## config.mk

```make
export PLATFORM = sky130hd
export DESIGN_NAME = xcm_mailbox
export DESIGN_NICKNAME = d
export VERILOG_FILES = /design/src/rtl/xcm_pkg.sv /design/src/rtl/xcm_h2c_ctrl.sv /design/src/rtl/xcm_c2h_ctrl.sv /design/src/rtl/xcm_vec_bank.sv /design/src/rtl/xcm_vec_mux.sv /design/src/rtl/xcm_mailbox.sv
export SDC_FILE = /design/constraint.sdc
export NUM_CORES = 1
export LEC_CHECK = 0
export ABC_AREA = 1
export BUFFER_PORTS_ARGS = -buffer_cell sky130_fd_sc_hd__buf_2
export CAP_MARGIN = 10
export CORE_MARGIN = 4
export CORE_UTILIZATION = 38
export CTS_CLUSTER_DIAMETER = 60
export DETAILED_ROUTE_END_ITERATION = 10
export HOLD_SLACK_MARGIN = 0.1
export SLEW_MARGIN = 20
export SYNTH_ARGS = -nofsm -noshare
export SYNTH_HDL_FRONTEND = slang
export SYNTH_SLANG_ARGS = --single-unit
```

## constraint.sdc

```tcl
create_clock -name clk -period 1.2 [get_ports clk]
set_input_delay 0.06 -clock clk [delete_from_list [all_inputs] [get_ports clk]]
set_output_delay 0.06 -clock clk [all_outputs]
set_load 0.05 [all_outputs]
```

## src/rtl/xcm_pkg.sv

```systemverilog
package xcm_pkg;
   // message nibble width carried in bits 3:0 of each control byte
   localparam int MSG_W = 4;

   // host-written control byte, bit positions decoded by the coprocessor side
   localparam int CT_IRQ  = 7;
   localparam int CT_WAIT = 6;
   localparam int CT_RST  = 5;
   localparam int CT_NMI  = 4;

   // coprocessor-written control byte, bit positions decoded by the host side
   localparam int SC_IRQ   = 7;
   localparam int SC_IVSEL = 6;
   localparam int SC_NVSEL = 4;

   // register offsets shared by both ports
   localparam int OFS_CTRL = 0;
   localparam int OFS_EN   = 1;
   localparam int OFS_CLR  = 2;
   localparam int OFS_VEC  = 3;

   // vector counts held on each side
   localparam int COP_VEC_N  = 3;
   localparam int HOST_VEC_N = 2;

   typedef struct packed {
      logic irq_pend;
      logic wait_req;
      logic rst_hold;
      logic nmi_pend;
   } h2c_flags_t;
endpackage

```

## src/rtl/xcm_h2c_ctrl.sv

```systemverilog
module xcm_h2c_ctrl
   import xcm_pkg::*;
(
   input  logic             clk,
   input  logic             rst_n,
   input  logic             ctrl_we,
   input  logic             req_irq,
   input  logic             req_wait,
   input  logic             req_rst,
   input  logic             req_nmi,
   input  logic [MSG_W-1:0] msg_in,
   input  logic             en_we,
   input  logic             en_irq,
   input  logic             en_nmi,
   input  logic             clr_irq,
   input  logic             clr_nmi,
   output logic [MSG_W-1:0] msg_out,
   output logic             irq_pend,
   output logic             nmi_pend,
   output logic             cop_irq,
   output logic             cop_nmi,
   output logic             rst_hold,
   output logic             halted,
   output logic             release_pulse
);
   h2c_flags_t       flags;
   logic             irq_en;
   logic             nmi_en;
   logic [MSG_W-1:0] msg_q;
   logic             rel_q;

   always_ff @(posedge clk) begin
      if (!rst_n) begin
         flags    <= '{irq_pend: 1'b0, wait_req: 1'b0, rst_hold: 1'b1, nmi_pend: 1'b0};
         msg_q    <= '0;
         irq_en   <= 1'b0;
         nmi_en   <= 1'b0;
         rel_q    <= 1'b0;
      end else begin
         rel_q <= ctrl_we && flags.rst_hold && !req_rst;
         if (ctrl_we) begin
            flags.wait_req <= req_wait;
            flags.rst_hold <= req_rst;
            msg_q          <= msg_in;
         end
         // a set in the same cycle as a clear takes priority
         if (ctrl_we && req_irq)
            flags.irq_pend <= 1'b1;
         else if (clr_irq)
            flags.irq_pend <= 1'b0;
         if (ctrl_we && req_nmi)
            flags.nmi_pend <= 1'b1;
         else if (clr_nmi)
            flags.nmi_pend <= 1'b0;
         if (en_we) begin
            irq_en <= en_irq;
            nmi_en <= en_nmi;
         end
      end
   end

   assign msg_out       = msg_q;
   assign irq_pend      = flags.irq_pend;
   assign nmi_pend      = flags.nmi_pend;
   assign cop_irq       = flags.irq_pend && irq_en;
   assign cop_nmi       = flags.nmi_pend && nmi_en;
   assign rst_hold      = flags.rst_hold;
   assign halted        = flags.rst_hold || flags.wait_req;
   assign release_pulse = rel_q;
endmodule

```

## src/rtl/xcm_c2h_ctrl.sv

```systemverilog
module xcm_c2h_ctrl
   import xcm_pkg::*;
(
   input  logic             clk,
   input  logic             rst_n,
   input  logic             ctrl_we,
   input  logic             raise,
   input  logic             ivsel_in,
   input  logic             nvsel_in,
   input  logic [MSG_W-1:0] msg_in,
   input  logic             en_we,
   input  logic             en_bit,
   input  logic             clr,
   output logic [MSG_W-1:0] msg_out,
   output logic             pend,
   output logic             ivsel,
   output logic             nvsel,
   output logic             host_irq
);
   logic             pend_q;
   logic             en_q;
   logic             ivsel_q;
   logic             nvsel_q;
   logic [MSG_W-1:0] msg_q;

   always_ff @(posedge clk) begin
      if (!rst_n) begin
         pend_q  <= 1'b0;
         en_q    <= 1'b0;
         ivsel_q <= 1'b0;
         nvsel_q <= 1'b0;
         msg_q   <= '0;
      end else begin
         if (ctrl_we) begin
            ivsel_q <= ivsel_in;
            nvsel_q <= nvsel_in;
            msg_q   <= msg_in;
         end
         if (ctrl_we && raise)
            pend_q <= 1'b1;
         else if (clr)
            pend_q <= 1'b0;
         if (en_we)
            en_q <= en_bit;
      end
   end

   assign msg_out  = msg_q;
   assign pend     = pend_q;
   assign ivsel    = ivsel_q;
   assign nvsel    = nvsel_q;
   assign host_irq = pend_q && en_q;
endmodule

```

## src/rtl/xcm_vec_bank.sv

```systemverilog
module xcm_vec_bank #(
   parameter int DATA_W = 8,
   parameter int VEC_W  = 16,
   parameter int NUM    = 2,
   parameter int ADDR_W = 4,
   parameter int BASE   = 3
)(
   input  logic                       clk,
   input  logic                       rst_n,
   input  logic                       we,
   input  logic [ADDR_W-1:0]          addr,
   input  logic [DATA_W-1:0]          wdata,
   output logic [NUM-1:0][VEC_W-1:0]  vec
);
   localparam int VB = VEC_W / DATA_W;

   if (VB * DATA_W != VEC_W) begin : g_bad_split
      $error("vector width must be a whole number of data bytes");
   end
   if (BASE + NUM * VB > (1 << ADDR_W)) begin : g_bad_span
      $error("vector bank does not fit in the address space");
   end

   for (genvar i = 0; i < NUM; i++) begin : g_vec
      for (genvar b = 0; b < VB; b++) begin : g_byte
         localparam logic [ADDR_W-1:0] SLOT = ADDR_W'(BASE + i * VB + b);
         logic [DATA_W-1:0] byte_q;
         always_ff @(posedge clk) begin
            if (!rst_n)
               byte_q <= '0;
            else if (we && (addr == SLOT))
               byte_q <= wdata;
         end
         assign vec[i][b*DATA_W +: DATA_W] = byte_q;
      end
   end
endmodule

```

## src/rtl/xcm_vec_mux.sv

```systemverilog
module xcm_vec_mux #(
   parameter int DATA_W = 8,
   parameter int VEC_W  = 16
)(
   input  logic              fetch_irq,
   input  logic              fetch_nmi,
   input  logic              hi,
   input  logic              irq_sel,
   input  logic              nmi_sel,
   input  logic [VEC_W-1:0]  irq_ovr,
   input  logic [VEC_W-1:0]  nmi_ovr,
   input  logic [DATA_W-1:0] rom_data,
   output logic [DATA_W-1:0] data_out
);
   logic [DATA_W-1:0] irq_byte;
   logic [DATA_W-1:0] nmi_byte;

   assign irq_byte = hi ? irq_ovr[DATA_W +: DATA_W] : irq_ovr[0 +: DATA_W];
   assign nmi_byte = hi ? nmi_ovr[DATA_W +: DATA_W] : nmi_ovr[0 +: DATA_W];

   always_comb begin
      data_out = rom_data;
      if (fetch_irq) begin
         if (irq_sel)
            data_out = irq_byte;
      end else if (fetch_nmi) begin
         if (nmi_sel)
            data_out = nmi_byte;
      end
   end
endmodule

```

## src/rtl/xcm_mailbox.sv

```systemverilog
module xcm_mailbox
   import xcm_pkg::*;
#(
   parameter int DATA_W = 8,
   parameter int VEC_W  = 16,
   parameter int ADDR_W = 4
)(
   input  logic              clk,
   input  logic              rst_n,
   input  logic              h_we,
   input  logic [ADDR_W-1:0] h_addr,
   input  logic [DATA_W-1:0] h_wdata,
   output logic [DATA_W-1:0] h_rdata,
   input  logic              c_we,
   input  logic [ADDR_W-1:0] c_addr,
   input  logic [DATA_W-1:0] c_wdata,
   output logic [DATA_W-1:0] c_rdata,
   output logic              cop_irq_o,
   output logic              cop_nmi_o,
   output logic              cop_rst_o,
   output logic              cop_halt_o,
   output logic              cop_release_o,
   output logic [VEC_W-1:0]  cop_rst_vec_o,
   output logic [VEC_W-1:0]  cop_nmi_vec_o,
   output logic [VEC_W-1:0]  cop_irq_vec_o,
   output logic              host_irq_o,
   input  logic              h_vf_irq,
   input  logic              h_vf_nmi,
   input  logic              h_vf_hi,
   input  logic [DATA_W-1:0] h_rom_data,
   output logic [DATA_W-1:0] h_vf_data
);
   localparam logic [ADDR_W-1:0] A_CTRL = ADDR_W'(OFS_CTRL);
   localparam logic [ADDR_W-1:0] A_EN   = ADDR_W'(OFS_EN);
   localparam logic [ADDR_W-1:0] A_CLR  = ADDR_W'(OFS_CLR);

   if (DATA_W != 8) begin : g_bad_data
      $error("control byte layout needs DATA_W of 8");
   end
   if (VEC_W != 2 * DATA_W) begin : g_bad_vec
      $error("vectors must be two data bytes wide");
   end
   if (OFS_VEC + 2 * COP_VEC_N > (1 << ADDR_W)) begin : g_bad_addr
      $error("ADDR_W too narrow for the register map");
   end

   logic h_ctrl_we, h_en_we, h_clr_we;
   logic c_ctrl_we, c_en_we, c_clr_we;

   assign h_ctrl_we = h_we && (h_addr == A_CTRL);
   assign h_en_we   = h_we && (h_addr == A_EN);
   assign h_clr_we  = h_we && (h_addr == A_CLR);
   assign c_ctrl_we = c_we && (c_addr == A_CTRL);
   assign c_en_we   = c_we && (c_addr == A_EN);
   assign c_clr_we  = c_we && (c_addr == A_CLR);

   logic [MSG_W-1:0] h2c_msg, c2h_msg;
   logic             cop_irq_pend, cop_nmi_pend;
   logic             host_pend, ivsel, nvsel;

   xcm_h2c_ctrl u_h2c (
      .clk           (clk),
      .rst_n         (rst_n),
      .ctrl_we       (h_ctrl_we),
      .req_irq       (h_wdata[CT_IRQ]),
      .req_wait      (h_wdata[CT_WAIT]),
      .req_rst       (h_wdata[CT_RST]),
      .req_nmi       (h_wdata[CT_NMI]),
      .msg_in        (h_wdata[MSG_W-1:0]),
      .en_we         (c_en_we),
      .en_irq        (c_wdata[CT_IRQ]),
      .en_nmi        (c_wdata[CT_NMI]),
      .clr_irq       (c_clr_we && c_wdata[CT_IRQ]),
      .clr_nmi       (c_clr_we && c_wdata[CT_NMI]),
      .msg_out       (h2c_msg),
      .irq_pend      (cop_irq_pend),
      .nmi_pend      (cop_nmi_pend),
      .cop_irq       (cop_irq_o),
      .cop_nmi       (cop_nmi_o),
      .rst_hold      (cop_rst_o),
      .halted        (cop_halt_o),
      .release_pulse (cop_release_o)
   );

   xcm_c2h_ctrl u_c2h (
      .clk      (clk),
      .rst_n    (rst_n),
      .ctrl_we  (c_ctrl_we),
      .raise    (c_wdata[SC_IRQ]),
      .ivsel_in (c_wdata[SC_IVSEL]),
      .nvsel_in (c_wdata[SC_NVSEL]),
      .msg_in   (c_wdata[MSG_W-1:0]),
      .en_we    (h_en_we),
      .en_bit   (h_wdata[SC_IRQ]),
      .clr      (h_clr_we && h_wdata[SC_IRQ]),
      .msg_out  (c2h_msg),
      .pend     (host_pend),
      .ivsel    (ivsel),
      .nvsel    (nvsel),
      .host_irq (host_irq_o)
   );

   logic [COP_VEC_N-1:0][VEC_W-1:0]  cop_vecs;
   logic [HOST_VEC_N-1:0][VEC_W-1:0] host_ovr;

   xcm_vec_bank #(
      .DATA_W (DATA_W), .VEC_W (VEC_W), .NUM (COP_VEC_N),
      .ADDR_W (ADDR_W), .BASE (OFS_VEC)
   ) u_cop_vecs (
      .clk (clk), .rst_n (rst_n), .we (h_we), .addr (h_addr),
      .wdata (h_wdata), .vec (cop_vecs)
   );

   xcm_vec_bank #(
      .DATA_W (DATA_W), .VEC_W (VEC_W), .NUM (HOST_VEC_N),
      .ADDR_W (ADDR_W), .BASE (OFS_VEC)
   ) u_host_ovr (
      .clk (clk), .rst_n (rst_n), .we (c_we), .addr (c_addr),
      .wdata (c_wdata), .vec (host_ovr)
   );

   assign cop_rst_vec_o = cop_vecs[0];
   assign cop_nmi_vec_o = cop_vecs[1];
   assign cop_irq_vec_o = cop_vecs[2];

   xcm_vec_mux #(.DATA_W (DATA_W), .VEC_W (VEC_W)) u_vmux (
      .fetch_irq (h_vf_irq),
      .fetch_nmi (h_vf_nmi),
      .hi        (h_vf_hi),
      .irq_sel   (ivsel),
      .nmi_sel   (nvsel),
      .irq_ovr   (host_ovr[0]),
      .nmi_ovr   (host_ovr[1]),
      .rom_data  (h_rom_data),
      .data_out  (h_vf_data)
   );

   always_comb begin
      h_rdata = '0;
      if (h_addr == A_CTRL) begin
         h_rdata[SC_IRQ]    = host_pend;
         h_rdata[SC_IVSEL]  = ivsel;
         h_rdata[SC_NVSEL]  = nvsel;
         h_rdata[MSG_W-1:0] = c2h_msg;
      end
   end

   always_comb begin
      c_rdata = '0;
      if (c_addr == A_CTRL) begin
         c_rdata[CT_IRQ]    = cop_irq_pend;
         c_rdata[CT_NMI]    = cop_nmi_pend;
         c_rdata[MSG_W-1:0] = h2c_msg;
      end
   end
endmodule

```

=== Word level (Yosys, flattened, before mapping) ===
Cells that the tools add are included.

* Input port bits: 39
* Bits in registers: 99
* Logic and storage cells: 87

* Eq/ne operators: 14
* Reduce and logical (&&, ||, !) cells: 34
* Multiplexer cells: 16

{| class="wikitable"
|+ Operators with widths
! operator !! number
|-
| $mux 8 || 6
|-
| $eq 4x3->1 const B || 7
|-
| $logic_and 1x1->1 || 27
|-
| $eq 4x2->1 const B || 4
|-
| $mux 5 || 2
|-
| $eq 4x1->1 const B || 2
|-
| $logic_not 4->1 || 2
|-
| $mux 1 || 7
|-
| $reduce_bool 2->1 || 3
|-
| $eq 4x4->1 const B || 1
|-
| $mux 2 || 1
|-
| $logic_not 1->1 || 1
|-
| $logic_or 1x1->1 || 1
|}

=== Longest topological paths before layout ===
Gate-level depths: netlist (run 1).

* Depth after elaboration: 5
* Mapped depth: 8
* Gate-level depth less buffers: 7

=== Hierarchy ===
From an unflattened synthesis (run 1), not the netlist that was laid out.

* Cell total of the unflattened synthesis: 767
* Area, all modules: 4883.4 sq um

{| class="wikitable"
|+ Modules (own cells, without submodules)
! module !! cells an instance !! sequential area each (sq um) !! times used !! area each (sq um)
|-
| xcm_vec_bank (u_cop_vecs) || 278 || 960.9 || 1 || 1946.9
|-
| xcm_vec_bank (u_host_ovr) || 192 || 640.6 || 1 || 1366.3
|-
| xcm_vec_mux || 138 || 0.0 || 1 || 584.3
|-
| xcm_h2c_ctrl || 65 || 220.2 || 1 || 454.2
|-
| xcm_c2h_ctrl || 38 || 160.2 || 1 || 282.8
|-
| xcm_mailbox || 56 || 0.0 || 1 || 249.0
|}

=== Worst setup path before layout (run 1) ===
Ideal clock, no wire load.

* Path kind: flip-flop to output port
* Start point: reg u_c2h.ivsel_q, in the netlist u_c2h.ivsel
* End point: out h_rdata[6]
* Cell stages (with the launch flop): 4
* Path buffers: 1
* Arrival time: 1.219 ns
* Slack: -0.079 ns
* Required time: 1.140 ns
* Path through: dfxtp_1 -> clkbuf_2 -> inv_1 -> nor2_1

* Word-level cells in the longest chain between the ends: 1

{| class="wikitable"
|+ Ends and longest elaborated chain
! item !! line !! source
|-
| from (decl) || xcm_c2h_ctrl.sv:22 || <nowiki>logic ivsel_q;</nowiki>
|-
| from (signal assigned) || xcm_c2h_ctrl.sv:35 || <nowiki>ivsel_q <= ivsel_in;</nowiki>
|-
| $mux 2 || xcm_mailbox.sv:140 || <nowiki>if (h_addr == A_CTRL) begin</nowiki>
|-
| to (decl) || xcm_mailbox.sv:13 || <nowiki>output logic [DATA_W-1:0] h_rdata,</nowiki>
|}

Every way passes these cells.

=== Worst setup path after layout (run 1) ===
* Start point: reg u_c2h.ivsel_q, in the netlist u_c2h.ivsel
* End point: out h_vf_data[7]

* Word-level cells in the longest chain between the ends: 2

{| class="wikitable"
|+ Ends and longest elaborated chain
! item !! line !! source
|-
| $mux 8 || xcm_vec_mux.sv:24 || <nowiki>if (irq_sel)</nowiki>
|-
| $mux 8 || xcm_vec_mux.sv:23 || <nowiki>if (fetch_irq) begin</nowiki>
|-
| to (decl) || xcm_mailbox.sv:31 || <nowiki>output logic [DATA_W-1:0] h_vf_data</nowiki>
|}

Every way passes these cells.

==> results of run 1 <==
## routing by layer
| metal | vias up | wire, microns | GRT usage (%) |
|---|---|---|---|
| met5 | - | 0 | 0 |
| met3 | 15 | 844 | 5.796 |
| li1 | 2313 | - | - |
| met1 | 2077 | 6051 | 27.65 |
| met2 | 148 | 6389 | 32.99 |
| met4 | 0 | 139 | 4.382 |
## critical path, cell delays in order (launching register included)
cell and delay (ns):
dfxtp_2 0.35, buf_6 0.13, o21ai_1 0.07, o21ai_1 0.15, o21ai_1 0.11, inv_2 0.08
buf_8 0.14
## report_power, final
part           internal, W  switching, W
clock network      0.00168       0.00127
registers          0.00335     0.0000373
logic             0.000343      0.000675
## sequential cells by signal, indices dropped and copies added, names as in the netlist
register / cells
u_h2c.irq_en: 1
u_h2c.irq_pend: 1
u_c2h.en_q: 1
u_c2h.pend: 1
u_c2h.ivsel: 1
u_c2h.msg_out: 4
u_h2c.nmi_en: 1
u_h2c.flags: 1
u_h2c.msg_out: 4
u_h2c.rst_hold: 1
u_h2c.nmi_pend: 1
u_h2c.release_pulse: 1
u_c2h.nvsel: 1
u_cop_vecs.g_vec.g_byte.byte_q: 48
u_host_ovr.g_vec.g_byte.byte_q: 32
## Yosys cell counts (all sizes together)
cell,instances
nand4,19
o21ai,93
conb,1
buf,15
clkbuf,10
nor2,179
nor3,1
a21oi,20
nand2,97
a21boi,8
nand3,21
dfxtp,99
or2,1
clkinv,1
inv,85
## layout make-up
| class | instances | area share (%) |
|---|---|---|
| Inverter | 86 | 5.532 |
| Multi-Input combinational cell | 443 | 34.31 |
| Sequential cell | 99 | 33.49 |
| Clock buffer | 11 | 4.096 |
| Clock inverter | 5 | 1.035 |
| Tap cell | 143 | 3.019 |
| Timing Repair Buffer | 150 | 18.52 |
## logic make-up (layout without fill, tap and decap cells)
kind of cell           Yosys count  count (layout)  synth area share (%)
AOI/OAI and AO/OA              121             121                 14.24
other                            1               3               0.08536
DFF                             99              99                 45.12
and+or+nand+nor                318             319                 30.30
buffers and inverters          111             252                 10.25
## metrics by stage
| stage | util, % | TNS, ns | total power, W | setup WS, ns |
|---|---|---|---|---|
| finish | 52.12 | -1.712 | 0.007357 | -0.2168 |
| global route | 52.12 | -2.428 | 0.007638 | -0.3252 |
| CTS | 51.28 | -1.673 | 0.007394 | -0.2084 |
| detailed placement | 45.82 | -0.2674 | 0.004342 | -0.05561 |
| global placement | 45.82 | 0 | 0.004330 | 0.01670 |
| floorplan | - | 0 | 0.004039 | 0.06656 |
## worst max-delay path by stage
stage	startpoint	end	slack, ns
floorplan	c_addr[1]	c_rdata[0]	0.07
global placement	h_vf_hi	h_vf_data[4]	0.02
detailed placement	u_c2h.nvsel$_SDFFE_PN0P_	h_vf_data[5]	-0.06
CTS	u_c2h.nvsel$_SDFFE_PN0P_	h_vf_data[2]	-0.21
global route	u_c2h.nvsel$_SDFFE_PN0P_	h_vf_data[7]	-0.33
finish	u_c2h.ivsel$_SDFFE_PN0P_	h_vf_data[7]	-0.22
## timing repair
action,in CTS,in global routing
endpoints found under the setup margin,16,53
resized for setup,63,36
hold buffers,18,0
setup buffers,0,2
pin swaps,5,10
endpoints found under the hold margin,45,0
cloned,0,1
==> metrics.md, run 1 <==
| Metric | Value |
|---|---|
| Share of layout cells above drive strength 1 | `25.19%` |
| Synth unique cells | `24` |
| Setup crit end kind | `primary output` |
| First-pass GRT wire length | `21650 microns` |
| Reg2reg path depth | `4` |
| Design Area, Final | `5926 sq um` |
| Routability cong. | `0.8243` |
| # diodes | `0` |
| Clock Skews | `0.0002570 ns` |
| Hold_ws | `0.1204 ns` |
| FMAX | `0.7058 GHz` |
| Placed cells | `901` |
| Final Setup Violations | `10` |
| HP Class | `in2reg` |
| Post-synth top area cell | `dfxtp_1` |
| Worst Path Max Fanout | `8` |
| Congestion Overflow GR | `0` |
| IO Count | `117` |
| Worst EP arrival | `1.36 ns` |
| Hpwl dp | `9598 microns` |
| Clock sinks | `99` |
| DR vias/cell | `4.859` |
| Initial antenna violation count | `0` |
| Die height | `115.5 microns` |
| Worst setup path class | `reg2out` |
| Std cell rows | `39` |
| Vias in the first global route | `4415` |
| DIE WIDTH | `115.5 microns` |
| Worst vdd ir | `0.9632 mV` |
| PortBufs | `113` |
| Crit share post-route | `118.1%` |
| Clk slew on worst S/H paths | `0.07 ns` |
| Final hold violation count | `0` |
| Total CTS buffers | `9` |
| Failing checks | `negative setup slack` |
| # fillers | `1127` |
| Nets | `828` |
| FF-to-FF End | `u_c2h.nvsel$_SDFFE_PN0P_` |
| Sequential area share after synthesis | `45.12%` |
| Required time worst endpoint | `1.14 ns` |
| Post-Syn Area | `4393 sq um` |
| FF+latch area | `1984 sq um` |
| Clk buf depth | `2` |
| Non-Filler Instances | `937` |
| Leak | `2.715 nW` |
| Pins Over Slew Limit | `0` |
| Number of DRC markers in iteration 0 | `422` |
| RSZ-0062 raised after global routing | `true` |
| Max-cap viol count | `0` |
| Via Count | `4553` |
| Final Critical Period | `1.417 ns` |
| Syn-to-layout area delta | `34.89%` |
| Min-delay src | `h_addr[1]` |
| PD cells | `1242 nW/um^2` |
| CTS tree | `yes` |
| # DRC | `0` |
| Effective utilization at floorplan | `38.64%` |
| Most frequent cells in the layout | `167 x nor2_1, 97 x dfxtp_1, 91 x buf_2, 84 x nand2_1, 70 x o21ai_0` |
| Detailed Routing Iterations Pass 1 | `7` |
| Root Buffer | `clkbuf_16` |
| Antenna-violating nets left | `0` |
| Post-synth top area share | `45.12%` |
| Die ar. | `13340 sq um` |
| Tot GR Track Use | `20.51%` |
| Final worst setup slack | `-0.2168 ns` |
| Worst R2R Start | `u_c2h.nvsel$_SDFFE_PN0P_` |
| Hold endpoint | `u_c2h.en_q$_SDFFE_PN0P_` |
| Setup crit start kind | `flip-flop` |
| Core area | `11370 sq um` |
| Largest net degree at the start of global routing | `48` |
| Skew-Pair Late Insertion Delay | `0.34 ns` |
| Synth area leaders | `dfxtp_1 45%, nor2_1 15%, o21ai_0 11%, nand2_1 7.6%, inv_1 6.6%` |
| WL final | `13420 microns` |
| # H-tree levels | `3` |
| Hold depth | `4` |
| Outcome | `complete, but fails checks` |
| WL/cell | `14.33 microns` |
| Seq cells post-synth | `99` |
| Post-DP Area | `5210 sq um` |
| Mean post-synth cell area | `6.758 sq um` |
| Multi-input logic area | `2033 sq um` |
| Worst reg-to-reg setup slack | `0.31 ns` |
| Commonest non-fill, non-tap cell in the layout | `nor2_1` |
| Synthesized instance count | `650` |
| Warnings, synthesis | `0` |
Power figures use the tool's default switching activity.
==> inputs of run 2 (changes only) <==
- REMOVE_ABC_BUFFERS: unset -> 1
==> run 2 against run 1 <==
Net effect:
- the flow still finishes with violations (negative setup slack)
- total power grew 2.2%
- clock power grew 6%
- largest cell class unchanged
- non-clock buffer count grew 2
- worst setup slack lost 0.036 ns
- core utilization shrank 0.088 points
- critical path type unchanged
- combinational power is essentially flat
- critical endpoint is now h_vf_data[0]
- largest power group unchanged
==> metrics.md, run 2 (same netlist as run 1, synthesis figures left out) <==
| Metric | Value |
|---|---|
| Outcome | `complete, but fails checks` |
| Failing checks | `negative setup slack` |
| Met1 usage | `27.68% (+0.031 points)` |
| Max stage delay cell, worst path | `dfxtp_4` |
| Via Count | `4579 (+0.57%)` |
| Setup TNS | `-1.637 ns (+0.07489 ns)` |
| Std cell rows | `39 (unchanged)` |
| Number of DRC markers in iteration 0 | `374 (-11%)` |
| Non-Filler Instances | `938 (+0.11%)` |
| Hold endpoint | `u_h2c.nmi_pend$_SDFFE_PN0P_` |
| Most frequent cells in the layout | `163 x nor2_1, 97 x dfxtp_1, 91 x buf_2, 85 x nand2_1, 77 x o21ai_0` |
| PortBufs | `113 (unchanged)` |
| Final worst setup slack | `-0.2530 ns (-0.03617 ns)` |
| Final Critical Period | `1.453 ns (+0.03617 ns)` |
| Worst setup path class | `reg2out` |
| Die ar. | `13340 sq um (unchanged)` |
| Core area | `11370 sq um (unchanged)` |
| Congestion Overflow GR | `0 (unchanged)` |
| HP Class | `in2reg` |
| Grt met2 use | `32.91% (-0.077 points)` |
| Crit path cell chain | `buf_6, o21ai_2, o21ai_1, o21ai_1, inv_1, buf_6` |
| Worst path bufs/invs | `3 (unchanged)` |
| Reg2reg path depth | `5 (+1)` |
| Worst Path Max Fanout | `6 (-2)` |
| FMAX | `0.6882 GHz (-2.5%)` |
| Total CTS buffers | `9 (unchanged)` |
| PD cells | `1271 nW/um^2 (+2.3%)` |
| Min-delay src | `c_we` |
| Met3 Use GR | `3.655% (-2.1 points)` |
| Syn-to-layout area delta | `34.66%` |
| Crit share post-route | `121.1% (+3.0 points)` |
| Worst vdd ir | `0.7828 mV (-19%)` |
| Worst reg-to-reg setup slack | `0.15 ns (-0.16 ns)` |
| # diodes | `0 (unchanged)` |
| First-pass GRT wire length | `21450 microns (-0.92%)` |
| Tot GR Track Use | `20.57% (+0.052 points)` |
| DR vias/cell | `4.882 (+0.46%)` |
| Max-cap viol count | `0 (unchanged)` |
| Clk buf depth | `2 (unchanged)` |
| Effective utilization at floorplan | `38.64% (unchanged)` |
| Antenna-violating nets left | `0 (unchanged)` |
| IO Count | `117 (unchanged)` |
| Placed cells | `901 (unchanged)` |
| Worst R2R Start | `u_c2h.ivsel$_SDFFE_PN0P_` |
| Leak | `2.712 nW (-0.13%)` |
| Share of layout cells above drive strength 1 | `24.53% (-0.66 points)` |
| Vias in the first global route | `4175 (-5.4%)` |
| Setup crit start kind | `flip-flop` |
| Most flop-heavy register | `u_cop_vecs.g_vec.g_byte.byte_q` |
| Setup crit end kind | `primary output` |
| CTS tree | `yes` |
| Largest net degree at the start of global routing | `46 (-4.2%)` |
| Clk slew on worst S/H paths | `0.06 ns (about the same)` |
| Commonest non-fill, non-tap cell in the layout | `nor2_1` |
| Biggest regs | `u_cop_vecs.g_vec.g_byte.byte_q: 48 flops, u_host_ovr.g_vec.g_byte.byte_q: 32 flops` |
| Detailed Routing Iterations Pass 1 | `7 (unchanged)` |
| WL/cell | `14.51 microns (+1.3%)` |
| # DRC | `0 (unchanged)` |
| Worst path max stage delay | `0.38 ns (+0.03 ns)` |
| # fillers | `1132 (+0.44%)` |
| Crit path depth | `6 (unchanged)` |
| Hold depth | `4 (unchanged)` |
| Pins Over Slew Limit | `0 (unchanged)` |
| Worst EP arrival | `1.39 ns (+0.03 ns)` |
| RSZ-0062 raised after global routing | `true` |
| Clock sinks | `99 (unchanged)` |
| Cell family with most CP delay | `buffers and inverters` |
| # H-tree levels | `3 (unchanged)` |
| Required time worst endpoint | `1.14 ns (about the same)` |
| FF-to-FF End | `u_c2h.ivsel$_SDFFE_PN0P_` |
| Root Buffer | `clkbuf_16` |
| Skew-Pair Late Insertion Delay | `0.34 ns (about the same)` |
| Busiest grt layer | `met2` |
| Nets | `829 (+0.12%)` |
| Final hold violation count | `0 (unchanged)` |
| Final Setup Violations | `9 (-1)` |
| Routability cong. | `0.8315 (+0.87%)` |
| Max FFs per register | `48 (unchanged)` |
| Final core occ | `52.03% (-0.088 points)` |
| DIE WIDTH | `115.5 microns (unchanged)` |
| WL final | `13610 microns (+1.4%)` |
| Clock Skews | `0.00002273 ns (-0.0002343 ns)` |
| Hpwl dp | `9614 microns (+0.17%)` |
| Initial antenna violation count | `0 (unchanged)` |
| Die height | `115.5 microns (unchanged)` |
==> run 2: cell types whose count changed in the layout (fill, tap and decap cells not counted), moves of 2 or more <==
| cell | change |
|---|---|
| o21ai_0 | +7 |
| dlygate4sd3_1 | +2 |
| o21ai_1 | -5 |
| nor2_1 | -4 |
| inv_1 | +8 |
| buf_6 | +9 |
| clkinvlp_4 | -3 |
| nand2_4 | -2 |
| o21ai_2 | -2 |
| inv_2 | -7 |
| clkinv_2 | +3 |
| buf_8 | -7 |
| nor2_2 | +4 |
| buf_12 | -2 |
==> run 2: metrics by stage <==
stage | hold WS (ns) | power, W | cell area, sq um | setup WS, ns
after floorplan | 0.1381 | 0.003963 | 4273 | -0.1426
after global placement | 0.3897 | 0.004319 | 5180 | -0.04545
after detailed placement | 0.3989 | 0.004334 | 5180 | -0.2154
after CTS | 0.1032 | 0.007571 | 5822 | -0.2119
after global routing | 0.1314 | 0.007804 | 5916 | -0.3022
final | 0.1170 | 0.007517 | 5916 | -0.2530
==> run 2: how the worst max path moves through the flow <==
stage / start / end / slack (ns)
final: u_c2h.ivsel$_SDFFE_PN0P_ / h_vf_data[0] / -0.25
after CTS: u_c2h.nvsel$_SDFFE_PN0P_ / h_vf_data[4] / -0.21
after floorplan: h_addr[1] / h_rdata[0] / -0.14
after detailed placement: u_c2h.ivsel$_SDFFE_PN0P_ / h_vf_data[2] / -0.22
after global routing: u_c2h.ivsel$_SDFFE_PN0P_ / h_vf_data[0] / -0.30
after global placement: u_c2h.ivsel$_SDFFE_PN0P_ / h_vf_data[2] / -0.05
==> run 2: report_power, final <==
group          internal (W)  total [W]  leakage (nW)  switching, W
clock               0.00193    0.00313         0.165       0.00121
sequential          0.00335    0.00339         0.802     0.0000374
combinational      0.000324   0.000995          1.74      0.000672
total               0.00560    0.00752          2.71       0.00191
==> run 2: layer usage <==
metal  up-vias  part of all wire, %
met2       137                   47
li1       2318                    -
met4         0                  2.5
met5         -                    0
met3        36                  4.6
met1      2088                   46
==> run 2: worst min-delay path: stages <==
cell	delay (ns)
buf_2	0.12
nand4_1	0.10
nand2_1	0.06
a21oi_1	0.05
==> run 2: layout make-up <==
type                    instances  area [sq um]  share of cell area [%]
multi-input cells             442          2028                   34.29
flip-flops and latches         99          1987                   33.59
repair buffers                152          1069                   18.06
inverters                      86         325.3                   5.499
clock buffers                  11         252.7                   4.272
well taps                     143         178.9                   3.025
clock inverters                 5         75.07                   1.269
==> run 2: timing repair <==
action / in CTS / in global routing
setup endpoints to repair: 17 / 38
endpoints found under the hold margin: 44 / 0
buffers inserted: 1 / 1
hold buffers: 19 / 0
pin swaps: 4 / 7
gates resized for setup: 61 / 33
==> inputs of run 3 (changes only) <==
- clock period: 1.2 -> 1.8 ns (I/O delays scaled with it)
==> run 3 against run 2 <==
Net effect:
- the run now ends clean
- count of clock-buffer cells in the layout decreased by 1
- register-to-register slack gained 0.47 ns
- total power decreased by 34%
- via count shrank 4.1%
- largest cell class is now registers
- largest power group unchanged
==> metrics.md, run 3 (same netlist as run 1, synthesis figures left out) <==
| Metric | Value |
|---|---|
| # H-tree levels | `3 (unchanged)` |
| Biggest regs | `u_cop_vecs.g_vec.g_byte.byte_q: 48 flops, u_host_ovr.g_vec.g_byte.byte_q: 32 flops` |
| Met1 usage | `26.06% (-1.6 points)` |
| Via Count | `4393 (-4.1%)` |
| # diodes | `0 (unchanged)` |
| Clock Skews | `0.0002680 ns (+0.0002453 ns)` |
| Required time worst endpoint | `1.71 ns (+0.57 ns)` |
| Final Critical Period | `1.648 ns` |
| Setup TNS | `0 ns (+1.637 ns)` |
| Largest net degree at the start of global routing | `56 (+22%)` |
| IO Count | `117 (unchanged)` |
| Syn-to-layout area delta | `24.64%` |
| Outcome | `finished, final reports clean` |
| FMAX | `0.6069 GHz` |
| Busiest grt layer | `met2` |
| Congestion Overflow GR | `0 (unchanged)` |
| Crit share post-route | `91.55%` |
| Die ar. | `13340 sq um (unchanged)` |
| FF+latch area | `1983 sq um (-0.19%)` |
| Design Area, Final | `5475 sq um (-7.4%)` |
| Most frequent cells in the layout | `171 x nor2_1, 111 x buf_2, 98 x dfxtp_1, 93 x o21ai_0, 88 x nand2_1` |
| Hold_ws | `0.1079 ns (-0.009037 ns)` |
| Final hold violation count | `0 (unchanged)` |
| First-pass GRT wire length | `20690 microns (-3.5%)` |
| Worst setup path class | `reg2out` |
| Hpwl dp | `9265 microns (-3.6%)` |
| Final Setup Violations | `0 (-9)` |
| Nets | `802 (-3.3%)` |
| Measured slew at the worst slew-check pin | `0.6376 ns` |
| Max-cap viol count | `0 (unchanged)` |
| Core area | `11370 sq um (unchanged)` |
| DR vias/cell | `4.822 (-1.2%)` |
| Clk slew on worst S/H paths | `0.07 ns (about the same)` |
| Post-DP Area | `5052 sq um (-2.5%)` |
| DIE WIDTH | `115.5 microns (unchanged)` |
| Slew margin rel. | `57.45%` |
| Skew-Pair Late Insertion Delay | `0.35 ns (about the same)` |
| Detailed Routing Iterations Pass 1 | `6 (-1)` |
| Antenna-violating nets left | `0 (unchanged)` |
| Clk buf depth | `2 (unchanged)` |
| Commonest non-fill, non-tap cell in the layout | `nor2_1` |
| Max FFs per register | `48 (unchanged)` |
| Initial antenna violation count | `0 (unchanged)` |
| RSZ-0062 raised after global routing | `false` |
| Vias in the first global route | `4157 (-0.43%)` |
| Grt met2 use | `32.48% (-0.42 points)` |
| Met3 Use GR | `5.744% (+2.1 points)` |
| Std cell rows | `39 (unchanged)` |
| Leak | `2.541 nW (-6.3%)` |
| CTS tree | `yes` |
| Number of DRC markers in iteration 0 | `349 (-6.7%)` |
| Setup crit start kind | `flip-flop` |
| PortBufs | `113 (unchanged)` |
| Clock sinks | `99 (unchanged)` |
| Effective utilization at floorplan | `38.64% (unchanged)` |
| # DRC | `0 (unchanged)` |
| Multi-input logic area | `1971 sq um (-2.8%)` |
| Routability cong. | `0.8355 (+0.48%)` |
| Worst vdd ir | `0.5620 mV (-28%)` |
| Worst Path Max Fanout | `9 (+3)` |
| Root Buffer | `clkbuf_16` |
| Tot GR Track Use | `19.90% (-0.66 points)` |
| Total CTS buffers | `9 (unchanged)` |
| Setup crit end kind | `primary output` |
| # fillers | `1188 (+4.9%)` |
| Share of layout cells above drive strength 1 | `20.96% (-3.6 points)` |
| Worst EP arrival | `1.56 ns (+0.17 ns)` |
| WL final | `12880 microns (-5.4%)` |
| Die height | `115.5 microns (unchanged)` |
| HP Class | `in2reg` |
| Pins Over Slew Limit | `0 (unchanged)` |
| PD cells | `899.8 nW/um^2 (-29%)` |
| Total power draw | `0.004927 W (-34%)` |
| WL/cell | `14.14 microns (-2.6%)` |
| Most flop-heavy register | `u_cop_vecs.g_vec.g_byte.byte_q` |
[run 3: final timing paths]
path | from | endpoint | slack (ns) | cells after the start
worst max-delay path | u_c2h.nvsel$_SDFFE_PN0P_ | h_vf_data[7] | 0.15 | 7
worst min-delay path | c_wdata[3] | u_c2h.msg_out[3]$_SDFFE_PN0P_ | 0.11 | 3
worst max register to register | u_c2h.pend$_SDFFE_PN0P_ | u_c2h.pend$_SDFFE_PN0P_ | 0.62 | 3
worst min register to register | u_cop_vecs.g_vec[2].g_byte[1].byte_q[7]$_SDFFE_PN0P_ | u_cop_vecs.g_vec[2].g_byte[1].byte_q[7]$_SDFFE_PN0P_ | 0.46 | 2
[run 3: metal layers]
metal,vias to the layer above,share of wire (%)
li1,2258,-
met1,1993,46
met2,128,47
met3,14,5.6
met4,0,1.1
met5,-,0
[run 3: report_power, final]
| part | internal (W) | leakage [nW] | total (W) | switching (W) |
|---|---|---|---|---|
| combinational | 0.000158 | 1.58 | 0.000577 | 0.000419 |
| clock | 0.00123 | 0.158 | 0.00209 | 0.000860 |
| sequential | 0.00223 | 0.801 | 0.00226 | 0.0000229 |
[run 3: critical path, stage by stage (launching register included)]
cell and delay, ns:
dfxtp_1 0.37, nand2_2 0.15, inv_2 0.16, nand3_1 0.08, nand2_1 0.06, o21ai_0 0.08
inv_1 0.06, buf_2 0.25
[run 3: layout make-up]
class	count	area share (%)
multi-input cells	442	35.99
inverters	86	5.896
flip-flops and latches	99	36.22
repair buffers	125	12.71
clock buffers	10	4.182
well taps	143	3.268
clock inverters	6	1.737
[run 3: what timing repair did]
action                                  CTS  global route
endpoints found under the hold margin    14             0
endpoints found under the setup margin    6             8
resized for setup                         1             5
hold buffers                              9             0
buffers inserted                          0             0
pin swaps                                 0             0
[run 3: per-stage QoR]
stage                     setup slack [ns]  cells  util (%)
after global placement              0.4285    886     44.44
final                               0.1522    911     48.16
after global routing               0.01143    911     48.16
after detailed placement            0.3640    886     44.44
after CTS                          0.05697    911     48.08
after floorplan                     0.3974    627         -
